<file path="src/rtl/tmr_pkg.sv">
package tmr_pkg;

   typedef enum logic [2:0] {
      A_CTL = 3'd0,
      A_STS = 3'd1,
      A_DEC = 3'd2,
      A_RLD = 3'd3,
      A_TBL = 3'd4,
      A_TBH = 3'd5
   } tmr_addr_e;

   // control word fields
   localparam int unsigned C_WPER = 30;   // 2 bits, watchdog bit select
   localparam int unsigned C_WACT = 28;   // 2 bits, watchdog reset action
   localparam int unsigned C_WIEN = 27;
   localparam int unsigned C_DIEN = 26;
   localparam int unsigned C_FPER = 24;   // 2 bits, interval bit select
   localparam int unsigned C_FIEN = 23;
   localparam int unsigned C_RLEN = 22;

   // status word fields
   localparam int unsigned S_WARM = 31;
   localparam int unsigned S_WINT = 30;
   localparam int unsigned S_WRST = 28;   // 2 bits
   localparam int unsigned S_DINT = 27;
   localparam int unsigned S_FINT = 26;

   localparam logic [31:0] CTL_MASK = 32'hFFC0_0000;
   localparam logic [31:0] STS_MASK = 32'hFC00_0000;

endpackage

</file>
<file path="src/rtl/tmr_timebase.sv">
module tmr_timebase #(
   parameter int TB_W = 64
) (
   input  logic            clk,
   input  logic            rst_n,
   input  logic            tick,
   input  logic            ld_lo,
   input  logic            ld_hi,
   input  logic [31:0]     wdata,
   output logic [TB_W-1:0] tb
);
   localparam int HI_W = TB_W - 32;

   if (TB_W < 33 || TB_W > 64) begin : g_bad_width
      $error("tmr_timebase: TB_W must lie in 33..64");
   end

   logic [TB_W-1:0] tb_q;

   always_ff @(posedge clk) begin
      if (!rst_n) begin
         tb_q <= '0;
      end else if (ld_lo) begin
         tb_q[31:0] <= wdata;
      end else if (ld_hi) begin
         tb_q[TB_W-1:32] <= wdata[HI_W-1:0];
      end else if (tick) begin
         tb_q <= tb_q + TB_W'(1);
      end
   end

   assign tb = tb_q;

   // one tick, no load -> exactly one step
   a_r2_tb_step: assert property (@(posedge clk) disable iff (!rst_n)
      (tick && !ld_lo && !ld_hi) |=> (tb_q == $past(tb_q) + TB_W'(1)));

endmodule

</file>
<file path="src/rtl/tmr_bit_edge.sv">
module tmr_bit_edge #(
   parameter int TB_W = 64,
   parameter int B0   = 21,
   parameter int B1   = 25,
   parameter int B2   = 29,
   parameter int B3   = 33
) (
   input  logic            clk,
   input  logic            rst_n,
   input  logic [TB_W-1:0] tb,
   input  logic [1:0]      sel,
   output logic            rise
);
   localparam int NSEL = 4;
   localparam int POS [NSEL] = '{B0, B1, B2, B3};

   logic [NSEL-1:0] seen_q;
   logic [NSEL-1:0] up;

   // every candidate bit keeps its own history so that a select change
   // never produces a false edge
   for (genvar i = 0; i < NSEL; i++) begin : g_tap
      if (POS[i] < 0 || POS[i] >= TB_W) begin : g_bad_pos
         $error("tmr_bit_edge: tap position outside time base");
      end
      always_ff @(posedge clk) begin
         if (!rst_n) seen_q[i] <= 1'b0;
         else        seen_q[i] <= tb[POS[i]];
      end
      assign up[i] = tb[POS[i]] & ~seen_q[i];
   end

   assign rise = up[sel];

   // an edge cannot repeat on the next cycle without the tap falling
   a_r6_single_edge: assert property (@(posedge clk) disable iff (!rst_n)
      (rise && $stable(sel)) |=> !rise);

endmodule

</file>
<file path="src/rtl/tmr_decrementer.sv">
module tmr_decrementer #(
   parameter int DEC_W = 32
) (
   input  logic             clk,
   input  logic             rst_n,
   input  logic             tick,
   input  logic             ld,
   input  logic [DEC_W-1:0] ld_val,
   input  logic             reload_en,
   input  logic [DEC_W-1:0] reload_val,
   output logic [DEC_W-1:0] cnt,
   output logic             expire
);
   if (DEC_W < 2 || DEC_W > 32) begin : g_bad_width
      $error("tmr_decrementer: DEC_W must lie in 2..32");
   end

   logic [DEC_W-1:0] cnt_q;
   logic             reload_ok;

   assign expire    = tick && !ld && (cnt_q == DEC_W'(1));
   assign reload_ok = reload_en && (reload_val != '0);

   always_ff @(posedge clk) begin
      if (!rst_n) begin
         cnt_q <= '0;
      end else if (ld) begin
         cnt_q <= ld_val;
      end else if (tick && cnt_q != '0) begin
         if (cnt_q == DEC_W'(1)) cnt_q <= reload_ok ? reload_val : '0;
         else                    cnt_q <= cnt_q - DEC_W'(1);
      end
   end

   assign cnt = cnt_q;

   // an idle zero count never moves on its own
   a_r3_zero_holds: assert property (@(posedge clk) disable iff (!rst_n)
      (cnt_q == '0 && !ld) |=> (cnt_q == '0));

   // a zero reload value leaves the count parked at zero
   a_r4_zero_reload: assert property (@(posedge clk) disable iff (!rst_n)
      (expire && reload_val == '0) |=> (cnt_q == '0));

   // a non-zero reload value is taken on expiry
   a_r4_reload_taken: assert property (@(posedge clk) disable iff (!rst_n)
      (expire && reload_en && reload_val != '0) |=> (cnt_q == $past(reload_val)));

endmodule

</file>
<file path="src/rtl/cpu_tmr_unit.sv">
module cpu_tmr_unit
   import tmr_pkg::*;
#(
   parameter int TB_W  = 64,
   parameter int DEC_W = 32,
   parameter int FIT_B0 = 21,
   parameter int FIT_B1 = 25,
   parameter int FIT_B2 = 29,
   parameter int FIT_B3 = 33,
   parameter int WDT_B0 = 29,
   parameter int WDT_B1 = 33,
   parameter int WDT_B2 = 37,
   parameter int WDT_B3 = 41
) (
   input  logic        clk,
   input  logic        rst_n,
   input  logic        tick_en,
   input  logic        wr_en,
   input  logic [2:0]  wr_addr,
   input  logic [31:0] wr_data,
   input  logic [2:0]  rd_addr,
   output logic [31:0] rd_data,
   output logic        dec_irq,
   output logic        fit_irq,
   output logic        wdt_irq,
   output logic        wdt_rst_req
);
   localparam int HI_W = TB_W - 32;

   logic [31:0]       ctl_q, sts_q, sts_set, sts_clr;
   logic [DEC_W-1:0]  rld_q, dec_cnt;
   logic [TB_W-1:0]   tb;
   logic [31:0]       tb_hi;
   logic              wr_ctl, wr_sts, wr_dec, wr_rld, wr_tbl, wr_tbh;
   logic              dec_exp, fit_rise, wdt_rise;

   // ---------------- write decode ----------------
   always_comb begin
      wr_ctl = 1'b0; wr_sts = 1'b0; wr_dec = 1'b0;
      wr_rld = 1'b0; wr_tbl = 1'b0; wr_tbh = 1'b0;
      if (wr_en) begin
         case (wr_addr)
            A_CTL:   wr_ctl = 1'b1;
            A_STS:   wr_sts = 1'b1;
            A_DEC:   wr_dec = 1'b1;
            A_RLD:   wr_rld = 1'b1;
            A_TBL:   wr_tbl = 1'b1;
            A_TBH:   wr_tbh = 1'b1;
            default: ;
         endcase
      end
   end

   // ---------------- sub-blocks ----------------
   tmr_timebase #(.TB_W(TB_W)) u_tb (
      .clk(clk), .rst_n(rst_n), .tick(tick_en),
      .ld_lo(wr_tbl), .ld_hi(wr_tbh), .wdata(wr_data), .tb(tb)
   );

   tmr_decrementer #(.DEC_W(DEC_W)) u_dec (
      .clk(clk), .rst_n(rst_n), .tick(tick_en),
      .ld(wr_dec), .ld_val(wr_data[DEC_W-1:0]),
      .reload_en(ctl_q[C_RLEN]), .reload_val(rld_q),
      .cnt(dec_cnt), .expire(dec_exp)
   );

   tmr_bit_edge #(.TB_W(TB_W), .B0(FIT_B0), .B1(FIT_B1), .B2(FIT_B2), .B3(FIT_B3)) u_fit_edge (
      .clk(clk), .rst_n(rst_n), .tb(tb), .sel(ctl_q[C_FPER +: 2]), .rise(fit_rise)
   );

   tmr_bit_edge #(.TB_W(TB_W), .B0(WDT_B0), .B1(WDT_B1), .B2(WDT_B2), .B3(WDT_B3)) u_wdt_edge (
      .clk(clk), .rst_n(rst_n), .tb(tb), .sel(ctl_q[C_WPER +: 2]), .rise(wdt_rise)
   );

   // ---------------- status set / clear ----------------
   always_comb begin
      sts_set          = '0;
      sts_set[S_DINT]  = dec_exp;
      sts_set[S_FINT]  = fit_rise & ~sts_q[S_FINT];
      if (wdt_rise) begin
         if (!sts_q[S_WARM])
            sts_set[S_WARM] = 1'b1;
         else if (!sts_q[S_WINT])
            sts_set[S_WINT] = 1'b1;
         else if (ctl_q[C_WACT +: 2] != 2'b00 && sts_q[S_WRST +: 2] == 2'b00)
            sts_set[S_WRST +: 2] = ctl_q[C_WACT +: 2];
      end
      sts_clr = wr_sts ? (wr_data & STS_MASK) : '0;
   end

   always_ff @(posedge clk) begin
      if (!rst_n) begin
         ctl_q <= '0;
         sts_q <= '0;
         rld_q <= '0;
      end else begin
         if (wr_ctl) ctl_q <= wr_data & CTL_MASK;
         if (wr_rld) rld_q <= wr_data[DEC_W-1:0];
         sts_q <= ((sts_q & ~sts_clr) | sts_set) & STS_MASK;
      end
   end

   // ---------------- read path ----------------
   if (HI_W == 32) begin : g_hi_full
      assign tb_hi = tb[TB_W-1:32];
   end else begin : g_hi_part
      assign tb_hi = {{(32-HI_W){1'b0}}, tb[TB_W-1:32]};
   end

   always_comb begin
      case (rd_addr)
         A_CTL:   rd_data = ctl_q;
         A_STS:   rd_data = sts_q;
         A_DEC:   rd_data = 32'(dec_cnt);
         A_RLD:   rd_data = 32'(rld_q);
         A_TBL:   rd_data = tb[31:0];
         A_TBH:   rd_data = tb_hi;
         default: rd_data = '0;
      endcase
   end

   // ---------------- requests ----------------
   assign dec_irq     = sts_q[S_DINT] & ctl_q[C_DIEN];
   assign fit_irq     = sts_q[S_FINT] & ctl_q[C_FIEN];
   assign wdt_irq     = sts_q[S_WINT] & ctl_q[C_WIEN];
   assign wdt_rst_req = |sts_q[S_WRST +: 2];

   // decrementer expiry is recorded in the status word
   a_r3_dec_flag: assert property (@(posedge clk) disable iff (!rst_n)
      dec_exp |=> sts_q[S_DINT]);

   // a written 1 clears the interval flag when no new edge arrives
   a_r5_w1c: assert property (@(posedge clk) disable iff (!rst_n)
      (wr_sts && wr_data[S_FINT] && !fit_rise) |=> !sts_q[S_FINT]);

   // the interrupt stage is only reached after the arm stage
   a_r8_wis_after_enw: assert property (@(posedge clk) disable iff (!rst_n)
      $rose(sts_q[S_WINT]) |-> $past(sts_q[S_WARM]));

   // the reset request holds until software clears the reset status
   a_r8_rst_hold: assert property (@(posedge clk) disable iff (!rst_n)
      (wdt_rst_req && !(wr_sts && (wr_data[S_WRST +: 2] != 2'b00))) |=> wdt_rst_req);

endmodule

</file>
<file path="config.mk">
export PLATFORM = sky130hd
export DESIGN_NAME = cpu_tmr_unit
export DESIGN_NICKNAME = d
export VERILOG_FILES = /design/src/rtl/tmr_pkg.sv /design/src/rtl/tmr_timebase.sv /design/src/rtl/tmr_bit_edge.sv /design/src/rtl/tmr_decrementer.sv /design/src/rtl/cpu_tmr_unit.sv
export SDC_FILE = /design/constraint.sdc
export NUM_CORES = 1
export LEC_CHECK = 0
export BUFFER_PORTS_ARGS = -buffer_cell sky130_fd_sc_hd__clkbuf_2
export CORE_MARGIN = 2
export CORE_UTILIZATION = 42
export DETAILED_ROUTE_END_ITERATION = 8
export GPL_TIMING_DRIVEN = 0
export PLACE_DENSITY_LB_ADDON = 0.15
export SETUP_SLACK_MARGIN = 0.05
export SLEW_MARGIN = 15
export SYNTH_ARGS = -nofsm -noshare
export SYNTH_HDL_FRONTEND = slang
export SYNTH_SLANG_ARGS = --single-unit
export TNS_END_PERCENT = 20
</file>
<file path="constraint.sdc">
create_clock -name clk -period 2.7 [get_ports clk]
set_clock_uncertainty 0.05 [all_clocks]
set_input_delay 0.27 -clock clk [delete_from_list [all_inputs] [get_ports clk]]
set_output_delay 0.27 -clock clk [all_outputs]
set_load 0.05 [all_outputs]
</file>
Word-level counts from Yosys, hierarchy flattened:

Index checks and enable logic that the tools add are counted.

* input bits: 42
* logic and storage cells: 100
* memory bits (writable): 0
* bits in latches: 0
* output and inout port bits: 36
* register bits after elaboration: 176
* memories kept: 0
* ROM bits: 0

* shift operators: 0
* bitwise operators: 21
* $lt $le $gt $ge: 2
* multiplexer cells: 32
* reductions and logical operators: 18
* $add $sub $neg: 2
* equal/unequal tests: 12
* div/mod/pow operators: 0
* multiply operators: 0

Operator list (count)
* two-way mux 32 bit: 8
* case mux 32 bit (6 select lines): 1
* adder 64 x 1 -> 64 bit, second input constant: 1
* two-way mux 64 bit: 1
* nonzero test 32 bit: 2
* AND 32 bit: 1
* == test 32 x 1 -> 1 bit, second input constant: 1
* inverter 32 bit: 1
* bitwise OR 32 bit: 1
* subtractor 32 x 1 -> 32 bit, second input constant: 1
* two-way mux 1 bit: 16
* == test 3 x 2 -> 1 bit, second input constant: 4
* == test 3 bit, second input constant: 4
* AND 1 bit: 10
* inverter 1 bit: 8
* nonzero test 2 bit: 4
* == test 3 x 1 -> 1 bit, second input constant: 2
* zero test 3 bit: 2
* < comparator 2 x 3 -> 1 bit, second input constant: 2
* logical AND 1 bit: 5
* binary-select mux 1 bit (select 2 bit): 2
* two-way mux 2 bit: 2
* two-way mux 4 bit: 1
* AND reduction 2 bit: 2
* 5 further kinds: 5

Longest topological paths before layout:

* word-level depth: 7
* mapped depth: 9

Hierarchy:

Synthesis repeated with hierarchy kept, for this count alone.

* cell total of the unflattened synthesis: 1238
* area total of the unflattened synthesis: 9601.7 µm²

Modules (own cells, without submodules)
* tmr_timebase: area each 4070.2 µm², cells an instance 555, seq. area each 1281.2 µm², times used 1
* cpu_tmr_unit: area each 2905.3 µm², cells an instance 355, seq. area each 960.9 µm², times used 1
* tmr_decrementer: area each 2321.0 µm², cells an instance 302, seq. area each 640.6 µm², times used 1
* tmr_bit_edge: area each 152.6 µm², cells an instance 13, seq. area each 80.1 µm², times used 2

Worst setup path after synthesis:

Ideal clock, no wire load.

* path kind: input -> output
* start point: input rd_addr[0]
* end point: output rd_data[29]
* buffers on the path: 2
* setup slack: 0.367 ns
* required time: 2.380 ns
* stages on the path: 4
* arrival: 2.013 ns
* cells stage by stage: clkbuf_1 buf_1 mux2i_1 o221ai_1

* longest elaborated chain between the ends: 2
* elaborated cells between the ends (all ways): 7
* those cells by class: eq/ne (5); mux (1); reduce/logical (1)

RTL lines
* from (decl): RTL line cpu_tmr_unit.sv:21 `input logic [2:0] rd_addr,`
* == test 3 bit (tied with other cells): RTL line cpu_tmr_unit.sv:111 `case (rd_addr)`
* case mux 32 bit (6 select lines) *: RTL line cpu_tmr_unit.sv:111
* to (decl): RTL line cpu_tmr_unit.sv:22 `output logic [31:0] rd_data,`

Mark *: on every way between the ends. The rest lies on a longest branch, timed or not.

Worst setup path in the final report:

* start point: register u_tb.tb_q[41], in the netlist u_tb.tb[41]
* end point: register u_tb.tb_q[55], in the netlist u_tb.tb[55]

* longest elaborated chain between the ends: 3

RTL lines
* from (decl): RTL line tmr_timebase.sv:18 `logic [TB_W-1:0] tb_q;`
* from (signal, indexed assignment): RTL line tmr_timebase.sv:26 `tb_q[TB_W-1:32] <= wdata[HI_W-1:0];`
* from (signal assigned): RTL line tmr_timebase.sv:28 `tb_q <= tb_q + TB_W'(1);`
* adder 64 x 1 -> 64 bit: RTL line tmr_timebase.sv:28
* two-way mux 64 bit: RTL line tmr_timebase.sv:27 `end else if (tick) begin`
* two-way mux 32 bit: RTL line tmr_timebase.sv:25 `end else if (ld_hi) begin`

Every way passes these cells. The select of a mux whose other input is x is not followed.
A chain may end at the register's enable or synchronous reset.

==> results.py <==
metrics = {
    "status": {
        "status": "finished, violations left",
        "violations": "design-rule violations",
    },
    "timing": {
        "tightest_slew_ns": 1.049,
        "setup-violations-final": 0,
        "fin_crit_sh_pct": 97.55,
        "hold_viol": 0,
        "drv_slew": 0,
        "slew_headroom_pct": 29.40,
        "fin_crit_ns": 2.634,
        "grt_setup_unrepaired": "true",
        "fmax_ghz": 0.3797,
        "hold-worst-slack_ns": 0.1128,
    },
    "cells_and_area": {
        "drive_above_1_share_pct": 15.14,
        "final_area_sq_mm": 0.01083,
        "area_growth_pct": 16.03,
        "most-common-layout-cells": "nand2_1, dfxtp_1, a21oi_1",
        "final_common_cell": "nand2_1",
        "antenna_cells": 0,
        "finalNonFillerCells": 1601,
        "nets": 1354,
    },
    "logic_synthesis": {
        "muxShareOfSynthArea_pct": 2.961,
        "synth_compound_area_share_pct": 26.20,
        "synth_top_area_share_pct": 32.16,
        "synth_ff_type": "dfxtp_1",
        "synth_top_family_by_area": "simple AND/OR/NAND/NOR gates",
        "yosys_register_bits": 150,
        "syn_area_per_cell_sq_um": 7.704,
        "ys_types": 83,
        "synthAdderAreaFrac_pct": 0.5360,
        "synthSimpleGateAreaFrac_pct": 29.18,
        "post-synth-top-area-cell": "dfxtp_1",
        "ys_seq_area_share_pct": 32.16,
        "syn-num-nets": 1258,
        "async_reset_ff_share_pct": 0,
        "synth_area_sq_mm": 0.009338,
        "yosysWarnings": 0,
        "yosys.area_share.xor_xnor_pct": 3.564,
        "synth_cells": 1212,
        "synth-edff-count": 0,
        "synthTopCellsByArea": "dfxtp_1, nand2_1, a21oi_1",
    },
    "clocking": {
        "cts_buffer_depth": 2,
        "numCtsBuffers": 17,
        "htree_levels": 4,
        "cts_root_buf": "clkbuf_16",
        "cts_sinks": 150,
        "clkTransAtPathRegs_ns": 0.07,
        "clk_latency_ns": 0.44,
        "cts_tree": "built",
        "cts_hold_buf": 0,
    },
    "global_route": {
        "antenna_found_initial": 0,
        "grt_max_degree": 17,
        "grtUsageTotal_pct": 32.17,
        "grt_first_pass_wirelength_um": 58510,
        "grt_pass1_vias": 9641,
        "grt_overflow": 0,
    },
    "placement": {
        "hpwlAfterDp_um": 29390,
        "place_congestion": 0.9760,
        "io_buffers": 72,
        "dp.cells": 1565,
        "place_area_sq_mm": 0.01006,
    },
    "floorplan": {
        "die_w_um": 153.1,
        "die_h_um": 153.1,
        "ioPinCount": 78,
        "fp.dieArea_sq_mm": 0.02344,
        "placementRows": 54,
        "coreArea_sq_mm": 0.02182,
        "initial_core_util_pct": 42.79,
    },
    "power": {
        "ir_drop_uv": 360.8,
        "power_leakage_nw": 3.679,
        "p_per_area_mw_per_mm2": 546.7,
    },
    "route": {
        "dr.pass1.iters": 7,
        "drc": 1,
        "via_per_inst": 6.553,
        "wl_um": 38350,
        "dr.first_iter.drc_count": 1333,
        "wl_per_cell_um": 23.96,
        "vias": 10490,
        "drt.antenna.violating_nets": 0,
    },
    "setup_path": {
        "worstSetupEndpointType": "register",
        "crit_path_start_kind": "register",
        "critical_path_arrival_ns": 2.93,
        "path_class": "reg2reg",
        "critical_path_required_ns": 3.00,
        "cp_max_fo": 10,
    },
    "run": {
        "cap_violations": 0,
    },
    "hold_path": {
        "hold_class": "in2reg",
    },
}
power by group:
| part | internal [mW] | switching [mW] | total (mW) | leakage (nW) |
|---|---|---|---|---|
| logic | 0.307 | 0.609 | 0.916 | 2.17 |
| clock network | 1.49 | 1.05 | 2.55 | 0.291 |
| registers | 2.30 | 0.163 | 2.46 | 1.22 |
Yosys cell counts (8+ instances only):
cell      count
nor3_1       20
inv_1        19
and2_1       15
mux2i_1      13
o21ai_0      52
nand2_1     191
a22oi_1      49
a31oi_1      42
nor2_1       57
a21oi_1      99
nor4_1       37
nor2b_1       9
a211oi_1     11
or3_1        22
xnor2_1      24
xor2_1       14
clkbuf_1     77
buf_2        13
nand4b_1      8
nand4_1      34
o31a_1       13
o211ai_1      8
or4_1         9
nand3_1      53
o31ai_1       8
dfxtp_1     150
and4_1        9
o221ai_1     29
path summary, 6_finish.rpt:
path	slack (ns)	endpoint	cells after the start	start
max	0.07	u_tb.tb[55]	6	u_tb.tb[41]
min	0.11	rld_q[12]	3	wr_data[12]
max reg2reg	0.07	u_tb.tb[55]	6	u_tb.tb[41]
min reg2reg	0.42	ctl_q[27]	2	ctl_q[27]
final cells by class:
class	count	area, sq um
fillers	2187	10990
inverters	20	75.07
clock buffers	19	442.9
multi-input cells	944	5929
plain buffers	95	436.7
flip-flops and latches	150	3009
clock inverters	13	170.2
well taps	280	350.3
repair buffers	80	420.4
flip-flops by register name, summed over array words and instances (netlist names):
signal	cells
ctl_q	10
rld_q	32
sts_q	6
u_dec.cnt	32
u_fit_edge.seen_q	2
u_tb.tb	64
u_wdt_edge.seen_q	4
metrics by stage:
step	setup TNS, ns	total power [mW]	utilization (%)	setup WS (ns)
finish	0	5.924	49.64	0.06602
global route	-0.09247	6.115	49.64	-0.03954
CTS	0	5.869	49.23	0.02832
detailed placement	-6.676	3.345	46.11	-0.4904
global placement	-5.317	3.339	46.04	-0.5205
floorplan	0	3.014	-	0.3672
worst max-delay path: stages (launching register included):
cell	delay (ns)
dfxtp_1	0.31
clkbuf_1	0.43
and4_1	0.32
and3_1	0.27
nand4_1	0.38
or4_1	0.61
a31oi_1	0.18
routing by layer:
layer,up-vias,wire length [um],track usage (%)
li1,4785,-,-
met1,4991,15850,43.88
met2,613,17280,49.77
met3,103,3722,6.238
met4,0,1508,13.54
met5,-,0,0
repair_timing:
action                     CTS  global route
hold endpoints to repair     0             0
gates resized for setup     12            28
pin swaps                    1             8
buffers inserted             2             5
setup endpoints to repair   55            75
cell families after synthesis:
logic type      after synthesis
fa+ha+maj                     4
xor+xnor                     38
flops                       150
buf+inv                     118
simple gates                516
compound gates              366
mux                          20
Note: power is estimated with default switching activity, not from simulation.
